File: src/rtl/pwrseq_pkg.sv
package pwrseq_pkg;
  localparam int NUM_IF    = 5;
  localparam int REG_W     = 20;
  localparam int IF_IDX_W  = 3;

  localparam int IF_DISP_A = 0;
  localparam int IF_DISP_B = 1;
  localparam int IF_CAMTX  = 2;
  localparam int IF_USB    = 3;
  localparam int IF_HDMI   = 4;

  localparam int BIT_EN      = 0;
  localparam int BIT_LDO     = 1;   // camera-transmit LDO enable
  localparam int BIT_LDO_HP  = 2;   // display high-power LDO enable
  localparam int BIT_HDMI_PD = 1;   // HDMI LDO power-down
  localparam int BIT_HDMI_RD = 19;  // HDMI reset drive

  typedef logic [REG_W-1:0]    word_t;
  typedef logic [IF_IDX_W-1:0] if_idx_t;
  typedef enum logic [1:0] {OP_SET, OP_CLR, OP_LOAD} op_kind_e;

  typedef struct packed {
    op_kind_e kind;
    word_t    mask;
    logic     hold;   // start settle window after this write
    logic     last;   // final write of the sequence
  } op_t;

  function automatic word_t bitw(input int b);
    return word_t'(1) << b;
  endfunction

  function automatic word_t reset_word(input int i);
    return (i == IF_HDMI) ? bitw(BIT_HDMI_PD) : '0;
  endfunction

  function automatic op_t mk(input op_kind_e k, input word_t m, input logic h, input logic l);
    op_t o;
    o.kind = k; o.mask = m; o.hold = h; o.last = l;
    return o;
  endfunction

  // Ordered write program for each interface and direction.
  function automatic op_t step_op(input if_idx_t ifx, input logic on, input logic [2:0] step);
    op_t o;
    o = mk(OP_SET, '0, 1'b0, 1'b1);
    case (int'(ifx))
      IF_DISP_A, IF_DISP_B: begin
        if (step == 3'd0) o = mk(OP_LOAD, bitw(BIT_EN), 1'b0, 1'b0);
        else if (on)      o = mk(OP_LOAD, bitw(BIT_EN) | bitw(BIT_LDO_HP), 1'b0, 1'b1);
        else              o = mk(OP_LOAD, '0, 1'b0, 1'b1);
      end
      IF_CAMTX: begin
        if (step == 3'd0) o = mk(OP_LOAD, bitw(BIT_EN), 1'b0, 1'b0);
        else if (on)      o = mk(OP_LOAD, bitw(BIT_EN) | bitw(BIT_LDO), 1'b0, 1'b1);
        else              o = mk(OP_LOAD, '0, 1'b0, 1'b1);
      end
      IF_USB: o = mk(OP_LOAD, on ? bitw(BIT_EN) : '0, 1'b0, 1'b1);
      IF_HDMI: begin
        if (on) begin
          case (step)
            3'd0:    o = mk(OP_SET, bitw(BIT_HDMI_RD), 1'b0, 1'b0);
            3'd1:    o = mk(OP_SET, bitw(BIT_EN), 1'b0, 1'b0);
            3'd2:    o = mk(OP_CLR, bitw(BIT_HDMI_PD), 1'b1, 1'b0);
            default: o = mk(OP_CLR, bitw(BIT_HDMI_RD), 1'b0, 1'b1);
          endcase
        end else begin
          if (step == 3'd0) o = mk(OP_SET, bitw(BIT_HDMI_PD), 1'b0, 1'b0);
          else              o = mk(OP_CLR, bitw(BIT_EN), 1'b0, 1'b1);
        end
      end
      default: o = mk(OP_SET, '0, 1'b0, 1'b1);
    endcase
    return o;
  endfunction

  function automatic word_t apply_op(input word_t cur, input op_t o);
    case (o.kind)
      OP_SET:  return cur | o.mask;
      OP_CLR:  return cur & ~o.mask;
      default: return o.mask;
    endcase
  endfunction

  function automatic int unsigned settle_cycles(input int unsigned us, input int unsigned cyc);
    return ((us == 0) ? 1 : us) * cyc;
  endfunction
endpackage

File: src/rtl/pwrseq_decode.sv
module pwrseq_decode
  import pwrseq_pkg::*;
#(
  parameter int SEL_W = 8
) (
  input  logic [SEL_W-1:0] sel,
  output if_idx_t          idx,
  output logic             ok
);
  localparam logic [SEL_W-1:0] DEF_MASK = SEL_W'((1 << NUM_IF) - 1);

  always_comb begin
    idx = '0;
    for (int i = 0; i < SEL_W; i++)
      if (sel[i]) idx = if_idx_t'(i);
    ok = $onehot(sel) && ((sel & DEF_MASK) != '0);
  end
endmodule

File: src/rtl/pwrseq_delay.sv
module pwrseq_delay #(
  parameter int CYC_PER_US = 50,
  parameter int US_W       = 8
) (
  input  logic            clk,
  input  logic            rst_n,
  input  logic            start,
  input  logic [US_W-1:0] us_in,
  output logic            active,
  output logic            expire
);
  localparam int PRE_W = (CYC_PER_US > 1) ? $clog2(CYC_PER_US) : 1;
  localparam logic [PRE_W-1:0] PRE_TOP = PRE_W'(CYC_PER_US - 1);

  logic [PRE_W-1:0] pre_q;
  logic [US_W-1:0]  us_left_q;

  assign expire = active && (pre_q == '0) && (us_left_q == US_W'(1));

  always_ff @(posedge clk or negedge rst_n) begin
    if (!rst_n) begin
      active    <= 1'b0;
      pre_q     <= '0;
      us_left_q <= '0;
    end else if (start) begin
      active    <= 1'b1;
      pre_q     <= PRE_TOP;
      us_left_q <= (us_in == '0) ? US_W'(1) : us_in;
    end else if (active) begin
      if (pre_q != '0) begin
        pre_q <= pre_q - 1'b1;
      end else if (us_left_q == US_W'(1)) begin
        active <= 1'b0;
      end else begin
        us_left_q <= us_left_q - 1'b1;
        pre_q     <= PRE_TOP;
      end
    end
  end
endmodule

File: src/rtl/pwrseq_regs.sv
module pwrseq_regs
  import pwrseq_pkg::*;
(
  input  logic    clk,
  input  logic    rst_n,
  input  logic    we,
  input  if_idx_t widx,
  input  word_t   wdata,
  output word_t   words [NUM_IF]
);
  for (genvar g = 0; g < NUM_IF; g++) begin : g_word
    always_ff @(posedge clk or negedge rst_n) begin
      if (!rst_n)                         words[g] <= reset_word(g);
      else if (we && widx == if_idx_t'(g)) words[g] <= wdata;
    end
  end
endmodule

File: src/rtl/pwrseq_phy_power.sv
module pwrseq_phy_power
  import pwrseq_pkg::*;
#(
  parameter int SEL_W      = 8,
  parameter int US_W       = 8,
  parameter int CYC_PER_US = 50
) (
  input  logic                clk,
  input  logic                rst_n,
  input  logic                req_valid,
  input  logic [SEL_W-1:0]    req_sel,
  input  logic                req_on,
  input  logic [US_W-1:0]     settle_us,
  input  logic [IF_IDX_W-1:0] rd_idx,
  output logic [REG_W-1:0]    rd_data,
  output logic                busy,
  output logic                done,
  output logic                err
);
  typedef enum logic [1:0] {ST_IDLE, ST_WRITE, ST_WAIT} state_e;

  state_e          state_q;
  if_idx_t         cur_idx_q;
  logic            cur_on_q;
  logic [2:0]      step_q;
  logic [US_W-1:0] settle_q;

  if_idx_t dec_idx;
  logic    dec_ok;
  word_t   words [NUM_IF];
  word_t   cur_word, wr_data;
  op_t     cur_op;

  // named internal events
  logic accept, reject, wr_en, delay_start, delay_active, delay_expire, seq_end;
  word_t hdmi_word, usb_word, dispa_word;

  pwrseq_decode #(.SEL_W(SEL_W)) u_dec (.sel(req_sel), .idx(dec_idx), .ok(dec_ok));

  pwrseq_regs u_regs (
    .clk(clk), .rst_n(rst_n), .we(wr_en), .widx(cur_idx_q), .wdata(wr_data), .words(words)
  );

  pwrseq_delay #(.CYC_PER_US(CYC_PER_US), .US_W(US_W)) u_dly (
    .clk(clk), .rst_n(rst_n), .start(delay_start), .us_in(settle_q),
    .active(delay_active), .expire(delay_expire)
  );

  always_comb begin
    cur_word = '0;
    rd_data  = '0;
    for (int i = 0; i < NUM_IF; i++) begin
      if (cur_idx_q == if_idx_t'(i)) cur_word = words[i];
      if (rd_idx == if_idx_t'(i))    rd_data  = words[i];
    end
  end

  assign busy        = (state_q != ST_IDLE);
  assign accept      = (state_q == ST_IDLE) && req_valid && dec_ok;
  assign reject      = (state_q == ST_IDLE) && req_valid && !dec_ok;
  assign cur_op      = step_op(cur_idx_q, cur_on_q, step_q);
  assign wr_en       = (state_q == ST_WRITE);
  assign wr_data     = apply_op(cur_word, cur_op);
  assign delay_start = wr_en && cur_op.hold;
  assign seq_end     = wr_en && cur_op.last;
  assign hdmi_word   = words[IF_HDMI];
  assign usb_word    = words[IF_USB];
  assign dispa_word  = words[IF_DISP_A];

  always_ff @(posedge clk or negedge rst_n) begin
    if (!rst_n) begin
      state_q   <= ST_IDLE;
      cur_idx_q <= '0;
      cur_on_q  <= 1'b0;
      step_q    <= '0;
      settle_q  <= '0;
      done      <= 1'b0;
      err       <= 1'b0;
    end else begin
      done <= seq_end;
      err  <= reject;
      case (state_q)
        ST_IDLE: if (accept) begin
          state_q   <= ST_WRITE;
          cur_idx_q <= dec_idx;
          cur_on_q  <= req_on;
          step_q    <= '0;
          settle_q  <= settle_us;
        end
        ST_WRITE: begin
          step_q <= step_q + 1'b1;
          if (cur_op.last)      state_q <= ST_IDLE;
          else if (cur_op.hold) state_q <= ST_WAIT;
        end
        ST_WAIT: if (delay_expire) state_q <= ST_WRITE;
        default: state_q <= ST_IDLE;
      endcase
    end
  end
endmodule

File: config.mk
export PLATFORM = sky130hd
export DESIGN_NAME = pwrseq_phy_power
export DESIGN_NICKNAME = d
export VERILOG_FILES = /design/src/rtl/pwrseq_pkg.sv /design/src/rtl/pwrseq_decode.sv /design/src/rtl/pwrseq_delay.sv /design/src/rtl/pwrseq_regs.sv /design/src/rtl/pwrseq_phy_power.sv
export SDC_FILE = /design/constraint.sdc
export NUM_CORES = 1
export LEC_CHECK = 0
export BUFFER_PORTS_ARGS = -buffer_cell sky130_fd_sc_hd__buf_4
export CORE_ASPECT_RATIO = 0.9
export CORE_MARGIN = 4
export CORE_UTILIZATION = 52
export DETAILED_ROUTE_END_ITERATION = 7
export PLACE_DENSITY_LB_ADDON = 0.3
export SKIP_LAST_GASP = 1
export SLEW_MARGIN = 25
export SYNTH_ARGS = -nofsm -noshare
export SYNTH_HDL_FRONTEND = slang
export SYNTH_SLANG_ARGS = --single-unit
File: constraint.sdc
create_clock -name clk -period 2.1 [get_ports clk]
set_clock_uncertainty 0.15 [all_clocks]
set_input_delay 0.315 -clock clk [delete_from_list [all_inputs] [get_ports clk]]
set_output_delay 0.315 -clock clk [all_outputs]
set_load 0.02 [all_outputs]
### Word level (Yosys, flattened, before mapping)

Index checks and enable logic that the tools add are counted.

* bitwise logic cells: 3
* equality and inequality tests: 21
* muxes and demuxes: 47
* $add $sub $neg: 10
* reductions and logical operators: 32

Operators with widths (count)
* $mux W20: 10
* $pmux W24 S4: 1
* $pmux W23 S3: 1
* $mux W8: 5
* $pmux W20 S2: 1
* $mux W24: 1
* $mux W6: 4
* $mux W23: 1
* $mux W3: 7
* $and A20 B20 Y20: 1
* $not A20 Y20: 1
* $or A20 B20 Y20: 1
* $eq A3 B2 Y1 const B: 5
* $logic_and A1 B1 Y1: 13
* $add A4 B4 Y4: 3
* $mux W5: 2
* $eq A3 B1 Y1 const B: 3
* $logic_not A3 Y1: 3
* $add A1 B1 Y2: 4
* $eq A8 B1 Y1 const B: 1
* $logic_not A8 Y1: 1
* $mux W2: 4
* $mux W4: 2
* $ne A2 B2 Y1 const B: 4
* 21 further kinds: 34

* word-level logic and storage cells: 128
* input port bits: 23
* register bits after elaboration: 134
* output and inout bits: 23

### Logic depth before layout (Yosys ltp)

Gate-level depths: netlist (run 1).

* word-level depth: 8
* mapped depth: 14
* depth with buffers taken out: 13

### By module

Synthesis (run 1) repeated with hierarchy kept, for this count alone.

* cell total of the unflattened synthesis: 589
* area total of the unflattened synthesis: 6967.9 µm²

Modules (own cells, without submodules)
* pwrseq_regs: cells an instance 215, area an instance 3746.1 µm², sequential area each 2503.7 µm², times used 1
* pwrseq_phy_power: cells an instance 229, area an instance 1925.6 µm², sequential area each 475.5 µm², times used 1
* pwrseq_delay: cells an instance 104, area an instance 940.9 µm², sequential area each 375.4 µm², times used 1
* pwrseq_decode: cells an instance 41, area an instance 355.3 µm², sequential area each 0.0 µm², times used 1

### Least setup slack after synthesis (run 1)

No wires, ideal clock.

* kind: in2reg
* from: in req_sel[6]
* to: reg cur_on_q
* setup time: 0.117 ns
* data arrival time: 3.220 ns
* setup slack: -1.386 ns
* cell stages on the path: 13
* data required time: 1.833 ns
* buffers on the path: 1
* path through: ha_1 > fa_1 > inv_1 > fa_1 > inv_1 > ha_1 > fa_1 > nor4b_1 > o21ai_0 > or2_2 > buf_2 > nand2_1 > nand2_1

* word-level cells in the longest chain between the ends: 7

RTL lines
* start: declaration: RTL line pwrseq_phy_power.sv:11 `input logic [SEL_W-1:0] req_sel,`
* $add A1 B1 Y2 (not written as such): RTL line pwrseq_decode.sv:16 `ok = $onehot(sel) && ((sel & DEF_MASK) != '0);`
* $add A4 B4 Y4 (not written as such) (2 in a row): RTL line pwrseq_decode.sv:16
* $eq A4 B1 Y1: RTL line pwrseq_decode.sv:16
* $logic_and A1 B1 Y1: RTL line pwrseq_decode.sv:16
* $logic_and A1 B1 Y1: RTL line pwrseq_phy_power.sv:59 `assign accept = (state_q == ST_IDLE) && req_valid && dec_ok;`
* $reduce_and A2 Y1 (no source line)
* end signal: assignment: RTL line pwrseq_phy_power.sv:86 `cur_on_q <= req_on;`
* end: declaration: RTL line pwrseq_phy_power.sv:24 `logic cur_on_q;`

Every way passes these cells.
A chain may end at the register's enable or synchronous reset.

### Worst setup path in the final report (run 1)

* from: in req_sel[7]
* to: reg cur_idx_q[0]

* word-level cells in the longest chain between the ends: 7
* elaborated cells on any way between the ends: 8
* those cells by class: add/sub (3); eq/ne (1); mux (1); reduce/logical (3)

RTL lines
* $add A1 B1 Y2 (not written as such): RTL line pwrseq_decode.sv:16
* $add A4 B4 Y4 (not written as such) (2 in a row): RTL line pwrseq_decode.sv:16
* $eq A4 B1 Y1: RTL line pwrseq_decode.sv:16
* $logic_and A1 B1 Y1: RTL line pwrseq_decode.sv:16
* $logic_and A1 B1 Y1: RTL line pwrseq_phy_power.sv:59
* $reduce_and A2 Y1 (no source line)
* end signal: assignment: RTL line pwrseq_phy_power.sv:85 `cur_idx_q <= dec_idx;`
* end: declaration: RTL line pwrseq_phy_power.sv:23 `if_idx_t cur_idx_q;`

Several ways; a longest one is shown, not always the timed one.

==> results.json, run 1 <==
{
  "place_ws_ps": -1460,
  "nFillCells": 876,
  "post-route-period-util_pct": 146,
  "rsz0062_at_grt": "yes",
  "instances_no_fill": 815,
  "dpl.hpwl_um": 8410,
  "worstSetupStartpointType": "input pin",
  "diodes": 0,
  "synth-xor-area-share_pct": 1.12,
  "cts_buffers": 17,
  "synth.avg_cell_area_um2": 10.7,
  "synthAdderAreaFrac_pct": 4.89,
  "antenna_found_initial": 0,
  "grt_pass1_wl_um": 22100,
  "regToRegSetupSlack_ps": 120,
  "synth_top_family_by_area": "simple AND/OR/NAND/NOR gates",
  "row_count": 37,
  "ant_nets": 0,
  "first_global_vias": 4591,
  "hp-start": "req_valid",
  "die_y_um": 112,
  "num_vias": 4335,
  "core_area_mm2": 0.0116,
  "syn2layout_area_growth_pct": 23.1,
  "cts_tree": "done",
  "ios": 46,
  "drt-pass1-iter-count": 4,
  "tightest_slew_ps": 694,
  "synth_top_area_cell": "dfrtp_1",
  "synth.area.top_cells": "dfrtp_1, and2_1, ha_1, nand2_1, nor2b_1",
  "htreeDepth": 4,
  "overflow": 0,
  "regToRegStartpoint": "step_q[1]$_DFFE_PN0P_",
  "via_per_inst": 5.32,
  "drc_errors": 0,
  "p_per_area_mw_per_mm2": 1060,
  "grt_usage_pct": 20.3,
  "wl_um": 12900,
  "synth-seq-area-share_pct": 53.7,
  "gp_congestion": 0.821,
  "rr_endpoint": "u_regs.words[40]$_DFFE_PN0P_",
  "drv_slew": 0,
  "required_ps": 2300,
  "clock.fmax_ghz": 0.327,
  "io_buffer_count": 45,
  "dieArea_mm2": 0.0138,
  "synth_async_sr_flop_share_pct": 100,
  "yosys_warnings": 0,
  "synth_mux_area_share_pct": 5.41,
  "clock_sinks": 134,
  "relSlewSlack_pct": 53.7,
  "detail_route.wl_per_cell_um": 15.9,
  "final_nets": 693,
  "min_path_cells": 3,
  "path_class": "input pin to flip-flop",
  "synth-seq-cells": 134,
  "clkTransAtPathRegs_ps": 60,
  "fin_ws_ps": -961,
  "clk_latency_ps": 410,
  "dp.cells": 772,
  "clock-root-buffer": "clkbuf_16",
  "report.final.setup_viol": 17,
  "syn_area_mm2": 0.00624,
  "drt_iter0_drc": 318,
  "hold_viol": 0,
  "synth-compound-area-share_pct": 9.46,
  "fin_crit_ps": 3060,
  "multi_input_area_mm2": 0.00271,
  "hold_path.class": "input pin to flip-flop",
  "ys.flop_type": "dfrtp_1",
  "grt_max_degree": 135,
  "worst_setup_path_end_kind": "flip-flop",
  "irDropWorstVdd_mv": 0.718,
  "synth_top_cell_area_share_pct": 53.3,
  "ff_latch_area_mm2": 0.00335,
  "syn_nets": 630,
  "yosys.area_share.simple_pct": 20.3,
  "hold_path_end": "err$_DFF_PN0_",
  "leakagePower_nw": 3.71,
  "cp.arrival_ps": 3260,
  "die_x_um": 123,
  "status": "finished, violations left",
  "drive_above_1_share_pct": 25.0,
  "synthesis.instances": 585,
  "initial_core_util_pct": 53.9,
  "synth_edf_count": 0,
  "max-clock-path-buffers": 2,
  "yosysUniqueCellTypes": 60,
  "path_max_fanout": 6,
  "rr_worst_depth": 6,
  "violations": "negative setup slack",
  "maxCapViolCount": 0
}
[cells in the mapped netlist, types with 2 or more instances]
master and n:
mux4_2 5, nor4b_1 2, buf_2 12, a22oi_1 15
ha_1 18, nand3_1 14, buf_6 3, xor2_1 7
mux2i_1 15, nand2b_1 5, nor3b_1 2, nor2_1 33
or4_1 2, nand3b_1 2, inv_1 29, nand4_1 7
or3_4 2, clkbuf_1 31, and2_1 55, nor3_1 3
o41ai_1 2, fa_1 4, a21oi_1 27, nor2b_1 27
o21ai_0 21, nand2_2 3, nand2_1 52, dfrtp_1 133
o22ai_1 15, or3_1 3, mux2_4 2, nand4b_1 2
o31ai_1 3, mux2_2 3
[power breakdown]
group	switching [W]	internal [W]
clock	0.00105	0.00179
sequential	0.000397	0.00295
combinational	0.00108	0.000862
[cell usage in the layout, fill, tap and decap left out, types with 3 or more instances in the layout]
cell type      count
inv_1             21
or2_4              3
nand2_1           47
a22oi_1           15
buf_6              5
nor2_1            32
or3_1              3
mux2i_1           15
xor2_1             7
clkinv_2           4
nand3_1           13
clkbuf_16         17
mux2_2             3
nand4_1            7
o22ai_1           15
dfrtp_1          133
nand2b_1           5
o21ai_0           16
and2_1            55
nor2b_1           25
ha_1              12
a21oi_1           27
nand2_2            8
dlygate4sd3_1     10
nor3_1             3
o21ai_1            5
mux4_2             5
inv_2              6
buf_4             71
ha_4               5
fa_1               3
[state kept, by name, summed over array words and instances (netlist names)]
name	flops
cur_idx_q	3
cur_on_q	1
done	1
err	1
settle_q	8
state_q	2
step_q	3
u_dly.active	1
u_dly.pre_q	6
u_dly.us_left_q	8
u_regs.words	100
[critical path, stage by stage]
cell	delay (ps)
buf_8	100
ha_4	150
fa_1	540
inv_2	40
fa_1	500
inv_1	50
ha_2	160
fa_1	450
nor4b_2	270
o21ai_2	140
nor2_2	140
buf_6	140
o21ai_0	140
nand2_2	110
[timing repair]
action,4_1_cts,5_1_grt
cloned,1,0
hold buffers,10,0
buffers inserted,1,1
endpoints found under the hold margin,142,0
endpoints found under the setup margin,18,24
pin swaps,21,7
resized for setup,21,8
[cell families (layout without fill, tap and decap cells)]
logic type | Yosys count | count (layout)
simple gates | 225 | 226
fa+ha+maj | 22 | 22
flops | 134 | 134
buf+inv | 75 | 148
mux | 26 | 26
xor+xnor | 8 | 8
compound gates | 95 | 95
[layer usage]
layer / wire [µm] / GRT usage (%) / vias to the layer above
met5: 0 / 0 / -
met3: 559 / 5.49 / 16
li1: - / - / 2094
met4: 182 / 6.79 / 0
met2: 6210 / 31.8 / 101
met1: 6000 / 27.3 / 2124
[worst max path at each step]
| stage | end | slack, ps | cells after the start | start |
|---|---|---|---|---|
| finish | cur_idx_q[0]$_DFFE_PN0P_ | -960 | 14 | req_sel[7] |
| global route | cur_idx_q[0]$_DFFE_PN0P_ | -1070 | 14 | req_sel[7] |
| CTS | cur_idx_q[0]$_DFFE_PN0P_ | -880 | 13 | req_sel[7] |
| detailed placement | cur_idx_q[1]$_DFFE_PN0P_ | -1460 | 14 | req_sel[2] |
| global placement | step_q[0]$_DFFE_PN0P_ | -1420 | 13 | req_sel[2] |
| floorplan | cur_idx_q[0]$_DFFE_PN0P_ | -1180 | 13 | req_sel[2] |
[stage by stage]
| step | setup TNS, ps | area, µm² | hold WS (ps) | power [W] | utilization (%) |
|---|---|---|---|---|---|
| floorplan | -18890 | 6320 | -131 | 0.00460 | - |
| global placement | -23190 | 6900 | 215 | 0.00504 | 59.6 |
| detailed placement | -23790 | 6900 | 217 | 0.00514 | 59.6 |
| CTS | -13990 | 7660 | 112 | 0.00813 | 66.2 |
| global route | -16800 | 7680 | 126 | 0.00857 | 66.4 |
| finish | -14880 | 7680 | 135 | 0.00812 | 66.4 |
[layout make-up]
class,instances,area share [%]
well taps,156,2.54
clock inverters,9,1.35
multi-input cells,377,35.2
flip-flops and latches,134,43.7
inverters,29,1.58
repair buffers,89,9.69
clock buffers,21,5.99
(Power assumes the default switching activity.)
==> run 2: changes to the inputs <==
--- a/config.mk
+++ b/config.mk
@@ -9,6 +9,7 @@
 export CORE_ASPECT_RATIO = 0.9
 export CORE_MARGIN = 4
 export CORE_UTILIZATION = 52
+export CTS_BUF_LIST = sky130_fd_sc_hd__clkbuf_8 sky130_fd_sc_hd__clkbuf_16
 export DETAILED_ROUTE_END_ITERATION = 7
 export PLACE_DENSITY_LB_ADDON = 0.3
 export SKIP_LAST_GASP = 1
==> results.json, run 2 (same netlist as run 1, synthesis figures left out) <==
{
  "path_class": "input pin to flip-flop",
  "core_area_mm2": 0.0116,
  "regToRegStartpoint": "step_q[1]$_DFFE_PN0P_",
  "row_count": 37,
  "gp_congestion": 0.821,
  "detail_route.wl_per_cell_um": 15.9,
  "cts_buffers": 17,
  "irDropWorstVdd_mv": 0.718,
  "cp.arrival_ps": 3260,
  "worstSetupStartpointType": "input pin",
  "nFillCells": 876,
  "path_max_fanout": 6,
  "cp_cell_sequence": "buf_8, ha_4, fa_1, inv_2, fa_1, inv_1, ha_2, fa_1, nor4b_2, o21ai_2, nor2_2, buf_6, o21ai_0, nand2_2",
  "rr_worst_depth": 6,
  "intPower_w": 0.00558,
  "clk_latency_ps": 410,
  "num_vias": 4346,
  "max-clock-path-buffers": 2,
  "placed_area_mm2": 0.00690,
  "leakagePower_nw": 3.72,
  "slowest_delay_ps": 540,
  "clkTransAtPathRegs_ps": 60,
  "via_per_inst": 5.33,
  "cts_tree": "done",
  "grt_pass1_wl_um": 22100,
  "drt-pass1-iter-count": 4,
  "dp.cells": 772,
  "p_per_area_mw_per_mm2": 1050,
  "clock_sinks": 134,
  "final_nets": 693,
  "drt_iter0_drc": 321,
  "hp-start": "req_valid",
  "instances_no_fill": 815,
  "required_ps": 2300,
  "ios": 46,
  "regToRegSetupSlack_ps": 120,
  "relSlewSlack_pct": 53.7,
  "diodes": 0,
  "dpl.hpwl_um": 8410,
  "reg_top3": "u_regs.words x100, settle_q x8, u_dly.us_left_q x8",
  "ff_latch_area_mm2": 0.00335,
  "power_w": 0.00810,
  "clock.fmax_ghz": 0.327,
  "hold_path.class": "input pin to flip-flop",
  "drv_slew": 0,
  "antenna_found_initial": 0,
  "top_register": "u_regs.words",
  "largest_reg_flops": 100,
  "hold_viol": 0,
  "clock_power_share_pct": 34.8,
  "multi_input_area_mm2": 0.00271,
  "io_buffer_count": 45,
  "postLayoutCellArea_mm2": 0.00768,
  "final_common_cell": "dfrtp_1",
  "swShare_pct": 31.1,
  "ant_nets": 0,
  "fin_ws_ps": -962,
  "wl_um": 12900,
  "power_frac_comb_pct": 23.9,
  "grt_max_degree": 135,
  "place_ws_ps": -1460,
  "hold_path_end": "err$_DFF_PN0_",
  "syn2layout_area_growth_pct": 23.1,
  "min_path_cells": 3,
  "first_global_vias": 4591,
  "critPathSlowestCell": "fa_1",
  "fin_crit_ps": 3060,
  "rsz0062_at_grt": "yes",
  "status": "finished, violations left",
  "maxCapViolCount": 0,
  "final_cell_mix": "dfrtp_1, buf_4, and2_1, nand2_1, nor2_1",
  "drive_above_1_share_pct": 25.0,
  "p_switching_w": 0.00252,
  "worst_setup_path_end_kind": "flip-flop",
  "tightest_slew_ps": 695,
  "dieArea_mm2": 0.0138,
  "violations": "negative setup slack",
  "grt_usage_pct": 20.3,
  "rr_endpoint": "u_regs.words[40]$_DFFE_PN0P_",
  "die_x_um": 123,
  "post-route-period-util_pct": 146,
  "pwr-share-seq_pct": 41.3,
  "setup_tns_ps": -14890,
  "die_y_um": 112,
  "drc_errors": 0,
  "overflow": 0,
  "clock-root-buffer": "clkbuf_16",
  "crit_top_cell": "fa_1",
  "initial_core_util_pct": 53.9,
  "report.final.setup_viol": 17,
  "htreeDepth": 4
}
run 2: how the worst max path moves through the flow:
stage | startpoint | endpoint | slack [ps] | cells after the start
floorplan | req_sel[2] | cur_idx_q[0]$_DFFE_PN0P_ | -1180 | 13
detailed placement | req_sel[2] | cur_idx_q[1]$_DFFE_PN0P_ | -1460 | 14
CTS | req_sel[7] | cur_idx_q[0]$_DFFE_PN0P_ | -880 | 13
global placement | req_sel[2] | step_q[0]$_DFFE_PN0P_ | -1420 | 13
global route | req_sel[7] | cur_idx_q[0]$_DFFE_PN0P_ | -1070 | 14
finish | req_sel[7] | cur_idx_q[0]$_DFFE_PN0P_ | -960 | 14
run 2: what timing repair did:
action | in CTS | in global routing
setup buffers | 1 | 1
pin swaps | 21 | 7
hold buffers | 10 | 0
gates cloned | 1 | 0
hold endpoints to repair | 142 | 0
resized for setup | 21 | 8
setup endpoints to repair | 18 | 24
run 2: through the flow:
step / utilization, % / hold slack, ps
after floorplan: - / -131
after detailed placement: 59.6 / 217
after global placement: 59.6 / 215
final: 66.4 / 135
after CTS: 66.2 / 112
after global routing: 66.4 / 126
run 2: critical path: cells and delay by family:
kind / cells / cell delay (ps)
AND/OR/NAND/NOR: 3 / 520
AO/OA/AOI/OAI: 2 / 280
adder cells (fa/ha/maj): 5 / 1800
buffers and inverters: 4 / 330
run 2: power by group through the flow:
stage	Combinational (W)	Clock, W	Sequential (W)
global placement	0.00171	0	0.00334
global route	0.00216	0.00300	0.00340
CTS	0.00191	0.00288	0.00333
floorplan	0.00136	0	0.00324
finish	0.00194	0.00282	0.00334
detailed placement	0.00179	0	0.00336
run 2: routing by layer:
metal / wire [µm] / vias to the layer above / track usage [%]
li1: - / 2093 / -
met1: 6000 / 2140 / 27.3
met2: 6230 / 97 / 31.8
met3: 531 / 16 / 5.49
met4: 182 / 0 / 6.79
met5: 0 / - / 0
run 2: cell type report:
type | count | share of cell area, %
clock buffer | 19 | 5.89
clock inverter | 11 | 1.45
inverter | 29 | 1.58
multi-input combinational | 377 | 35.2
sequential | 134 | 43.7
tap | 156 | 2.54
timing repair buffer | 89 | 9.69
